## src/rtl/fcv_pkg.sv

```systemverilog
// Package: shared widths, index codes and the view-kind type for the
// floating-point control register alias views.
// Assumes a 32-bit status word and a 5-bit index space.
package fcv_pkg;
    localparam int IDX_W  = 5;
    localparam int WORD_W = 32;

    // index codes that select a view
    localparam logic [IDX_W-1:0] IDX_IDENT = 5'd0;
    localparam logic [IDX_W-1:0] IDX_CC    = 5'd25;
    localparam logic [IDX_W-1:0] IDX_EXC   = 5'd26;
    localparam logic [IDX_W-1:0] IDX_ENA   = 5'd28;
    localparam logic [IDX_W-1:0] IDX_FULL  = 5'd31;

    // status fields covered by the exception view
    localparam logic [WORD_W-1:0] EXC_MASK = 32'h0003_F07C;

    typedef enum logic [2:0] {
        VIEW_NONE,
        VIEW_IDENT,
        VIEW_CC,
        VIEW_EXC,
        VIEW_ENA,
        VIEW_FULL
    } view_e;
endpackage

```

## src/rtl/fcv_index_decode.sv

```systemverilog
// Module: maps the register index onto a view kind and raises the
// illegal flag for undefined indices or writes to the read-only one.
// Assumes wr_en and rd_req are single-cycle qualified requests.
module fcv_index_decode
    import fcv_pkg::*;
(
    input  logic             clk,
    input  logic             rst_n,
    input  logic [IDX_W-1:0] reg_idx,
    input  logic             wr_en,
    input  logic             rd_req,
    output view_e            view,
    output logic             wr_ok,
    output logic             illegal
);
    logic rd_ok;

    // Map the index code onto a view kind
    always_comb begin
        case (reg_idx)
            IDX_IDENT: view = VIEW_IDENT;
            IDX_CC:    view = VIEW_CC;
            IDX_EXC:   view = VIEW_EXC;
            IDX_ENA:   view = VIEW_ENA;
            IDX_FULL:  view = VIEW_FULL;
            default:   view = VIEW_NONE;
        endcase
    end

    // Qualify requests and flag unsupported ones
    always_comb begin
        rd_ok   = (view != VIEW_NONE);
        wr_ok   = wr_en && (view != VIEW_NONE) && (view != VIEW_IDENT);
        illegal = (rd_req && !rd_ok) || (wr_en && !wr_ok);
    end


    idle_no_flag_chk: assert property (@(posedge clk) disable iff (!rst_n)
        (!rd_req && !wr_en) |-> !illegal);


    ident_write_flag_chk: assert property (@(posedge clk) disable iff (!rst_n)
        (wr_en && reg_idx == IDX_IDENT) |-> (illegal && !wr_ok));
endmodule

```

## src/rtl/fcv_status_reg.sv

```systemverilog
// Module: stores the status word and merges each view's write back
// into the scattered field positions, keeping unaddressed fields.
// Assumes wr_ok is already qualified by the index decoder.
module fcv_status_reg
    import fcv_pkg::*;
(
    input  logic              clk,
    input  logic              rst_n,
    input  view_e             view,
    input  logic              wr_ok,
    input  logic [WORD_W-1:0] wr_data,
    output logic [WORD_W-1:0] status
);
    logic [WORD_W-1:0] merged;

    // Build the next status word for the selected view
    always_comb begin
        merged = status;
        case (view)
            VIEW_FULL: merged = wr_data;
            VIEW_CC:   merged[31:25] = wr_data[7:1];
            VIEW_EXC: begin
                merged[17:12] = wr_data[17:12];
                merged[6:2]   = wr_data[6:2];
            end
            VIEW_ENA: begin
                merged[24]   = wr_data[2];
                merged[11:7] = wr_data[11:7];
                merged[1:0]  = wr_data[1:0];
            end
            default: merged = status;
        endcase
    end

    // Commit the merged word on a qualified write
    always_ff @(posedge clk) begin
        if (!rst_n)
            status <= '0;
        else if (wr_ok)
            status <= merged;
    end


    blocked_write_hold_chk: assert property (@(posedge clk) disable iff (!rst_n)
        !wr_ok |=> $stable(status));


    cc_write_keep_chk: assert property (@(posedge clk) disable iff (!rst_n)
        (wr_ok && view == VIEW_CC) |=> (status[24:0] == $past(status[24:0])));


    exc_write_keep_chk: assert property (@(posedge clk) disable iff (!rst_n)
        (wr_ok && view == VIEW_EXC) |=>
            (status[31:18] == $past(status[31:18]) &&
             status[11:7]  == $past(status[11:7])  &&
             status[1:0]   == $past(status[1:0])));


    ena_write_keep_chk: assert property (@(posedge clk) disable iff (!rst_n)
        (wr_ok && view == VIEW_ENA) |=>
            (status[31:25] == $past(status[31:25]) &&
             status[23:12] == $past(status[23:12]) &&
             status[6:2]   == $past(status[6:2])));
endmodule

```

## src/rtl/fcv_read_pack.sv

```systemverilog
// Module: packs the scattered status fields into the compact layout of
// the selected view; drives zero when no read is requested.
// Assumes the index decoder reports undefined indices as VIEW_NONE.
module fcv_read_pack
    import fcv_pkg::*;
#(
    parameter logic [WORD_W-1:0] ID_VALUE = 32'h0001_0300
)(
    input  logic              clk,
    input  logic              rst_n,
    input  view_e             view,
    input  logic              rd_req,
    input  logic [WORD_W-1:0] status,
    output logic [WORD_W-1:0] rd_data
);
    // Gather the fields of the selected view
    always_comb begin
        rd_data = '0;
        if (rd_req) begin
            case (view)
                VIEW_IDENT: rd_data = ID_VALUE;
                VIEW_FULL:  rd_data = status;
                VIEW_CC:    rd_data[7:0] = {status[31:25], status[23]};
                VIEW_EXC:   rd_data = status & EXC_MASK;
                VIEW_ENA: begin
                    rd_data[11:7] = status[11:7];
                    rd_data[2]    = status[24];
                    rd_data[1:0]  = status[1:0];
                end
                default:    rd_data = '0;
            endcase
        end
    end


    no_read_zero_chk: assert property (@(posedge clk) disable iff (!rst_n)
        !rd_req |-> (rd_data == '0));


    cc_upper_zero_chk: assert property (@(posedge clk) disable iff (!rst_n)
        (rd_req && view == VIEW_CC) |-> (rd_data[31:8] == '0));
endmodule

```

## src/rtl/fpu_ctl_views.sv

```systemverilog
// Module: top of the floating-point control register alias views;
// ties the index decoder, status storage and read packer together.
// Assumes inputs are stable around the rising clock edge.
module fpu_ctl_views
    import fcv_pkg::*;
#(
    parameter logic [WORD_W-1:0] ID_VALUE = 32'h0001_0300
)(
    input  logic              clk,
    input  logic              rst_n,
    input  logic [IDX_W-1:0]  reg_idx,
    input  logic [WORD_W-1:0] wr_data,
    input  logic              wr_en,
    input  logic              rd_req,
    output logic [WORD_W-1:0] rd_data,
    output logic              illegal_idx
);
    view_e             view;
    logic              wr_ok;
    logic [WORD_W-1:0] status;

    fcv_index_decode u_dec (
        .clk     (clk),
        .rst_n   (rst_n),
        .reg_idx (reg_idx),
        .wr_en   (wr_en),
        .rd_req  (rd_req),
        .view    (view),
        .wr_ok   (wr_ok),
        .illegal (illegal_idx)
    );

    fcv_status_reg u_reg (
        .clk     (clk),
        .rst_n   (rst_n),
        .view    (view),
        .wr_ok   (wr_ok),
        .wr_data (wr_data),
        .status  (status)
    );

    fcv_read_pack #(.ID_VALUE(ID_VALUE)) u_rd (
        .clk     (clk),
        .rst_n   (rst_n),
        .view    (view),
        .rd_req  (rd_req),
        .status  (status),
        .rd_data (rd_data)
    );
endmodule

```

## config.mk

```make
export PLATFORM = sky130hd
export DESIGN_NAME = fpu_ctl_views
export DESIGN_NICKNAME = d
export VERILOG_FILES = /design/src/rtl/fcv_pkg.sv /design/src/rtl/fcv_index_decode.sv /design/src/rtl/fcv_status_reg.sv /design/src/rtl/fcv_read_pack.sv /design/src/rtl/fpu_ctl_views.sv
export SDC_FILE = /design/constraint.sdc
export NUM_CORES = 1
export LEC_CHECK = 0
export CAP_MARGIN = 5
export CORE_MARGIN = 2
export CORE_UTILIZATION = 45
export DETAILED_ROUTE_END_ITERATION = 10
export PLACE_DENSITY = 0.92
export SETUP_SLACK_MARGIN = 0.1
export SLEW_MARGIN = 10
export SYNTH_ARGS = -nofsm -noshare
export SYNTH_HDL_FRONTEND = slang
export SYNTH_HIERARCHICAL = 1
export SYNTH_SLANG_ARGS = --single-unit
```

## constraint.sdc

```tcl
create_clock -name clk -period 4.28 [get_ports clk]
set_clock_uncertainty 0.1 [all_clocks]
set_input_delay 1.07 -clock clk [delete_from_list [all_inputs] [get_ports clk]]
set_output_delay 1.07 -clock clk [all_outputs]
set_load 0.02 [all_outputs]
```

; Word-level counts from Yosys, hierarchy flattened
; Cells that the tools add are included.
[totals]
register_bits = 32
wordCells = 42
output_inout_bits = 33
input_bits = 41
[classes]
eq_ne = 10
n_reduce_logical = 18
muxes = 9
[op_table]
columns = operator, count
row1 = case mux 20 bit (3 select lines), 1
row2 = two-way mux 32 bit, 1
row3 = "== test 5 bit, second input constant", 4
row4 = case mux 4 bit (2 select lines), 2
row5 = case mux 3 bit (5 select lines), 1
row6 = case mux 7 bit (2 select lines), 1
row7 = case mux 3 bit (4 select lines), 1
row8 = AND reduction 2 bit, 5
row9 = "== test 3 x 2 -> 1 bit, second input constant", 2
row10 = "== test 3 bit, second input constant", 2
row11 = zero test 5 bit, 1
row12 = logical AND 1 bit, 4
row13 = case mux 1 bit (2 select lines), 2
row14 = nonzero test 2 bit, 2
row15 = OR reduction 2 bit, 2
row16 = "== test 3 x 1 -> 1 bit, second input constant", 1
row17 = "!= test 3 x 1 -> 1 bit, second input constant", 1
row18 = nonzero test 3 bit, 1
row19 = zero test 1 bit, 2
row20 = logical OR 1 bit, 1

; Depth between registers and ports, before layout
[logic_depth]
word_depth = 8
ltp_mapped = 8
depth_no_buf = 6

; Modules after synthesis
; Netlist, hierarchy kept.
[by_module_without_submodules]
columns = mod, cells_per_inst, area_each_um2, n_inst
row1 = fcv_status_reg, 146, 1512.7, 1
row2 = fcv_read_pack, 67, 461.7, 1
row3 = fcv_index_decode, 12, 85.1, 1

; Worst setup path after synthesis
; Ideal clock, no wire load.
[synth_path]
kind = input port to output port
start = input reg_idx[0]
end = output rd_data[8]
cell_stages = 6
path_buffers = 1
required_ps = 3110
path_slack_ps = 375
arrival_time_ps = 2735
path_cell_list = or4_4 o22ai_1 buf_6 inv_4 or3_4 a21oi_2
[synth_between]
elab_chain_len = 6
elab_cells_between_ends = 12
cone_classes = eq/ne: 7 / mux: 3 / reduce/logical: 2
[synth_lines]
columns = element, line_no
row1 = "start, declared", fpu_ctl_views.sv:11  ; input logic [IDX_W-1:0] reg_idx,
row2 = == test 5 bit or zero test 5 bit (tied branches), fcv_index_decode.sv:20  ; case (reg_idx)
row3 = case mux 3 bit (5 select lines) (*), fcv_index_decode.sv:20
row4 = via view[0], fpu_ctl_views.sv:18  ; view_e view;
row5 = == test 3 bit, fcv_read_pack.sv:20  ; case (view)
row6 = OR reduction 2 bit (no line), --
row7 = case mux 4 bit (2 select lines) (*), fcv_read_pack.sv:20
row8 = two-way mux 32 bit (*), fcv_read_pack.sv:19  ; if (rd_req) begin
row9 = "end, declared", fpu_ctl_views.sv:15  ; output logic [WORD_W-1:0] rd_data,
; Mark *: on every way through the listed nets, which the timed path passes. The rest lies on a longest branch.

; Worst setup path after layout
[layout_path]
start = input reg_idx[1]
end = output rd_data[1]
[layout_between]
elab_chain_len = 5
elab_cells_between_ends = 12
cone_classes = eq/ne: 8 / mux: 3 / reduce/logical: 1
[layout_lines]
columns = element, line_no
row1 = == test 5 bit or zero test 5 bit (tied branches), fcv_index_decode.sv:20
row2 = case mux 3 bit (5 select lines) (*), fcv_index_decode.sv:20
row3 = via view[2], fpu_ctl_views.sv:18
row4 = == test 3 bit or == test 3 x 2 -> 1 bit (tied branches), fcv_read_pack.sv:20
row5 = case mux 3 bit (4 select lines) (*), fcv_read_pack.sv:20
row6 = two-way mux 32 bit (*), fcv_read_pack.sv:19
; Marks and branches as above.

==> impl_metrics.env <==
export IMPL_setup_repair_after_global_routing_missed_its_margin="true"
export IMPL_clk_insertion_delay_late_ns=0.28
export IMPL_power_switching_share=0.251
export IMPL_hold_buffers=0
export IMPL_critical_path_max_fanout=10
export IMPL_global_route_usage_met2=0.466
export IMPL_largest_reg_flops=32
export IMPL_max_vdd_ir_drop_mv=0.140
export IMPL_ant_nets=0
export IMPL_die_w_um=71.7
export IMPL_grt_first_pass_wirelength_um=10800
export IMPL_yosys_reg_bits=32
export IMPL_timing_final_max_slew_violations=0
export IMPL_place_detailed_hpwl_um=4500
export IMPL_grt_pass1_vias=2210
export IMPL_cp_data_arrival_time_ns=3.01
export IMPL_end_kind="output port"
export IMPL_cellLeakagePower_uw=0.00139
export IMPL_synthMostInstantiatedCell="sky130_fd_sc_hd__dfxtp_1"
export IMPL_biggestRegsByFlops="u_reg/status x32"
export IMPL_internal_power_uw=472
export IMPL_antenna_found_initial=0
export IMPL_postSynth_asyncResetShare=0
export IMPL_ys_top_cells_by_area="sky130_fd_sc_hd__dfxtp_1, sky130_fd_sc_hd__mux2i_1, sky130_fd_sc_hd__and2_1, sky130_fd_sc_hd__nor4bb_1, sky130_fd_sc_hd__o21ai_0"
export IMPL_drive_above_1_share=0.277
export IMPL_grt_busiest_layer="met2"
export IMPL_die_area_um2=5130
export IMPL_io_buffer_count=73
export IMPL_hold_ws_ns=0.371
export IMPL_drt_first_pass_iters=4
export IMPL_registers_top_by_ff_count="u_reg/status"
export IMPL_count_of_standard_cell_rows=24
export IMPL_yosys_area_top_type="sky130_fd_sc_hd__dfxtp_1"
export IMPL_place_area_um2=2920
export IMPL_total_switching_power_uw=158
export IMPL_power_clock_fraction=0.345
export IMPL_routabilityCongestion=0.861
export IMPL_cts_root_buf="sky130_fd_sc_hd__clkbuf_8"
export IMPL_clk_path_buf_depth=2
export IMPL_period_minus_slack_ns=4.18
export IMPL_p_seq_frac=0.474
export IMPL_tritoncts="done"
export IMPL_routed_via_density=5.83
export IMPL_path_buf_inv=3
export IMPL_pin_count=74
export IMPL_yosysWarningCount=6
export IMPL_total_power_uw=631
export IMPL_yosysSeqAreaShare=0.311
export IMPL_clk_pin_slew_ns=0.06
export IMPL_average_wire_length_per_cell_after_detail_routing_um=18.5
export IMPL_grt_overflow_total=0
export IMPL_area_growth_pct=45.4
export IMPL_synth_nets=267
export IMPL_htreeDepth=2
export IMPL_worst_path_dominant_cell_family="buffers and inverters"
export IMPL_placed_cells_incl_taps=357
export IMPL_timing_hold_worst_class="flop to flop"
export IMPL_total_wire_length_um=6780
export IMPL_drt_iter0_markers=126
export IMPL_syn_area_per_cell_um2=9.15
export IMPL_relSlewSlack=0.311
export IMPL_postLayoutCellArea_um2=2990
export IMPL_yosys_most_used_dff="sky130_fd_sc_hd__dfxtp_1"
export IMPL_drc=0
export IMPL_antenna_cells_inserted=0
export IMPL_hold_violations=0
export IMPL_vias_after_detailed_routing=2134
export IMPL_status="completed"
export IMPL_syn_cell_area_um2=2060
export IMPL_gr_usage_all_layers=0.268
export IMPL_tightest_slew_ns=1.03
export IMPL_post_synth_inst_count=225
export IMPL_required_ns=3.11
export IMPL_setup_tns_final_ns=0
export IMPL_maxClockFrequency_ghz=0.239
export IMPL_met1_usage_grt=0.321
export IMPL_tritoncts_num_buffers=5
export IMPL_initial_utilization=0.470
export IMPL_clock_sink_count=32
export IMPL_finalNetCount=356
export IMPL_comb_power_share=0.182
export IMPL_fp_coreArea_um2=4380
export IMPL_synth_enable_flop_cells=0
export IMPL_path_class="input pin to output port"
export IMPL_cap_viol_max_count=0
export IMPL_synthDistinctLibCells=50
export IMPL_grt_met3_usage=0.0633
export IMPL_powerDensity_nw_per_um2=211
export IMPL_critPathMaxStageDelay_ns=0.46
export IMPL_timing_critical_path_slowest_stage_cell="sky130_fd_sc_hd__clkdlybuf4s50_1"
export IMPL_critPathLaunchType="input pin"
export IMPL_timing_final_crit_share=0.976
export IMPL_timing_final_setup_violations=0
export IMPL_crit_chain="clkdlybuf4s50_1, xnor2_2, and4_1, buf_6, ha_2, nand2b_1, nor2_1, buf_2"
export IMPL_netlist_area_leader_share=0.311
export IMPL_post_synth_most_frequent_cells="sky130_fd_sc_hd__dfxtp_1, sky130_fd_sc_hd__and2_1, sky130_fd_sc_hd__mux2i_1, sky130_fd_sc_hd__o21ai_0, sky130_fd_sc_hd__nor2b_1"
export IMPL_grt_max_degree=33
export IMPL_die_h_um=71.7
export IMPL_post_layout_nonfiller_instances=366
[cell families (layout without fill, tap and decap cells)]
group / Yosys count / in the layout / share of synthesized area
muxes: 20 / 20 / 0.0984
DFF: 32 / 32 / 0.311
adders and majority gates: 2 / 2 / 0.0109
and+or+nand+nor: 92 / 93 / 0.310
buffers and inverters: 23 / 111 / 0.0765
AOI/OAI and AO/OA: 52 / 52 / 0.176
xor gates and xnor gates: 4 / 4 / 0.0170
[final timing paths]
kind | start | end | slack, ns | cells after the start
setup / recovery | reg_idx[1] | rd_data[1] | 0.10 | 8
hold / removal | u_reg/status[13] | u_reg/status[13] | 0.37 | 2
setup reg to reg | u_reg/status[2] | u_reg/status[2] | 3.38 | 2
hold reg to reg | u_reg/status[13] | u_reg/status[13] | 0.37 | 2
[power groups by stage]
| stage | combinational, uW | sequential (uW) | clock [uW] |
|---|---|---|---|
| after detailed placement | 106 | 306 | 0 |
| final | 115 | 299 | 217 |
| after floorplan | 44.8 | 305 | 0 |
| after global routing | 120 | 299 | 239 |
| after CTS | 110 | 299 | 224 |
| after global placement | 103 | 305 | 0 |
[stage by stage]
stage	setup WS, ns	utilization
global placement	-0.425	0.666
detailed placement	-0.520	0.666
CTS	0.100	0.692
global route	0.0477	0.683
floorplan	0.375	-
finish	0.104	0.683
[layout by cell type (no fill, tap or decap), types with 2 or more instances in the layout]
master,count
sky130_fd_sc_hd__dlygate4sd2_1,7
sky130_fd_sc_hd__nand3b_4,2
sky130_fd_sc_hd__a21oi_2,2
sky130_fd_sc_hd__mux2_4,2
sky130_fd_sc_hd__nor2_1,4
sky130_fd_sc_hd__nand3_1,11
sky130_fd_sc_hd__a21oi_1,2
sky130_fd_sc_hd__o22ai_1,4
sky130_fd_sc_hd__clkbuf_8,5
sky130_fd_sc_hd__nor4b_1,7
sky130_fd_sc_hd__a21boi_1,10
sky130_fd_sc_hd__o21ai_0,18
sky130_fd_sc_hd__and3_1,2
sky130_fd_sc_hd__o211a_1,7
sky130_fd_sc_hd__dfxtp_1,32
sky130_fd_sc_hd__nand2_1,11
sky130_fd_sc_hd__buf_4,27
sky130_fd_sc_hd__mux2i_1,18
sky130_fd_sc_hd__clkdlybuf4s15_2,7
sky130_fd_sc_hd__inv_1,3
sky130_fd_sc_hd__and2_1,19
sky130_fd_sc_hd__clkdlybuf4s50_1,36
sky130_fd_sc_hd__nor4bb_1,8
sky130_fd_sc_hd__buf_2,9
sky130_fd_sc_hd__clkbuf_2,9
sky130_fd_sc_hd__nor2b_1,13
sky130_fd_sc_hd__nor2_4,2
sky130_fd_sc_hd__buf_6,3
sky130_fd_sc_hd__xor2_1,2
[repair_timing]
| item | in CTS | in global routing |
|---|---|---|
| endpoints found under the setup margin | 33 | 30 |
| gates resized for setup | 104 | 27 |
| buffers inserted | 1 | 0 |
| pin swaps | 4 | 5 |
| gates cloned | 1 | 0 |
[worst register-to-register path, delay by kind of cell (launching register included)]
kind,cells,cell delay (ns)
AO/OA/AOI/OAI,2,0.36
flip-flops,1,0.36
[layout make-up]
class,count,area (um^2)
clock inverters,1,5.00
clock buffers,6,72.6
well taps,52,65.1
fillers,351,1390
flip-flops and latches,32,641
repair buffers,99,837
multi-input cells,171,1350
inverters,5,21.3
[layer usage]
metal,up-vias,share of wire
met5,-,0
met4,0,0.027
met3,20,0.074
met2,113,0.50
met1,1014,0.40
li1,987,-
(Power assumes the default switching activity.)
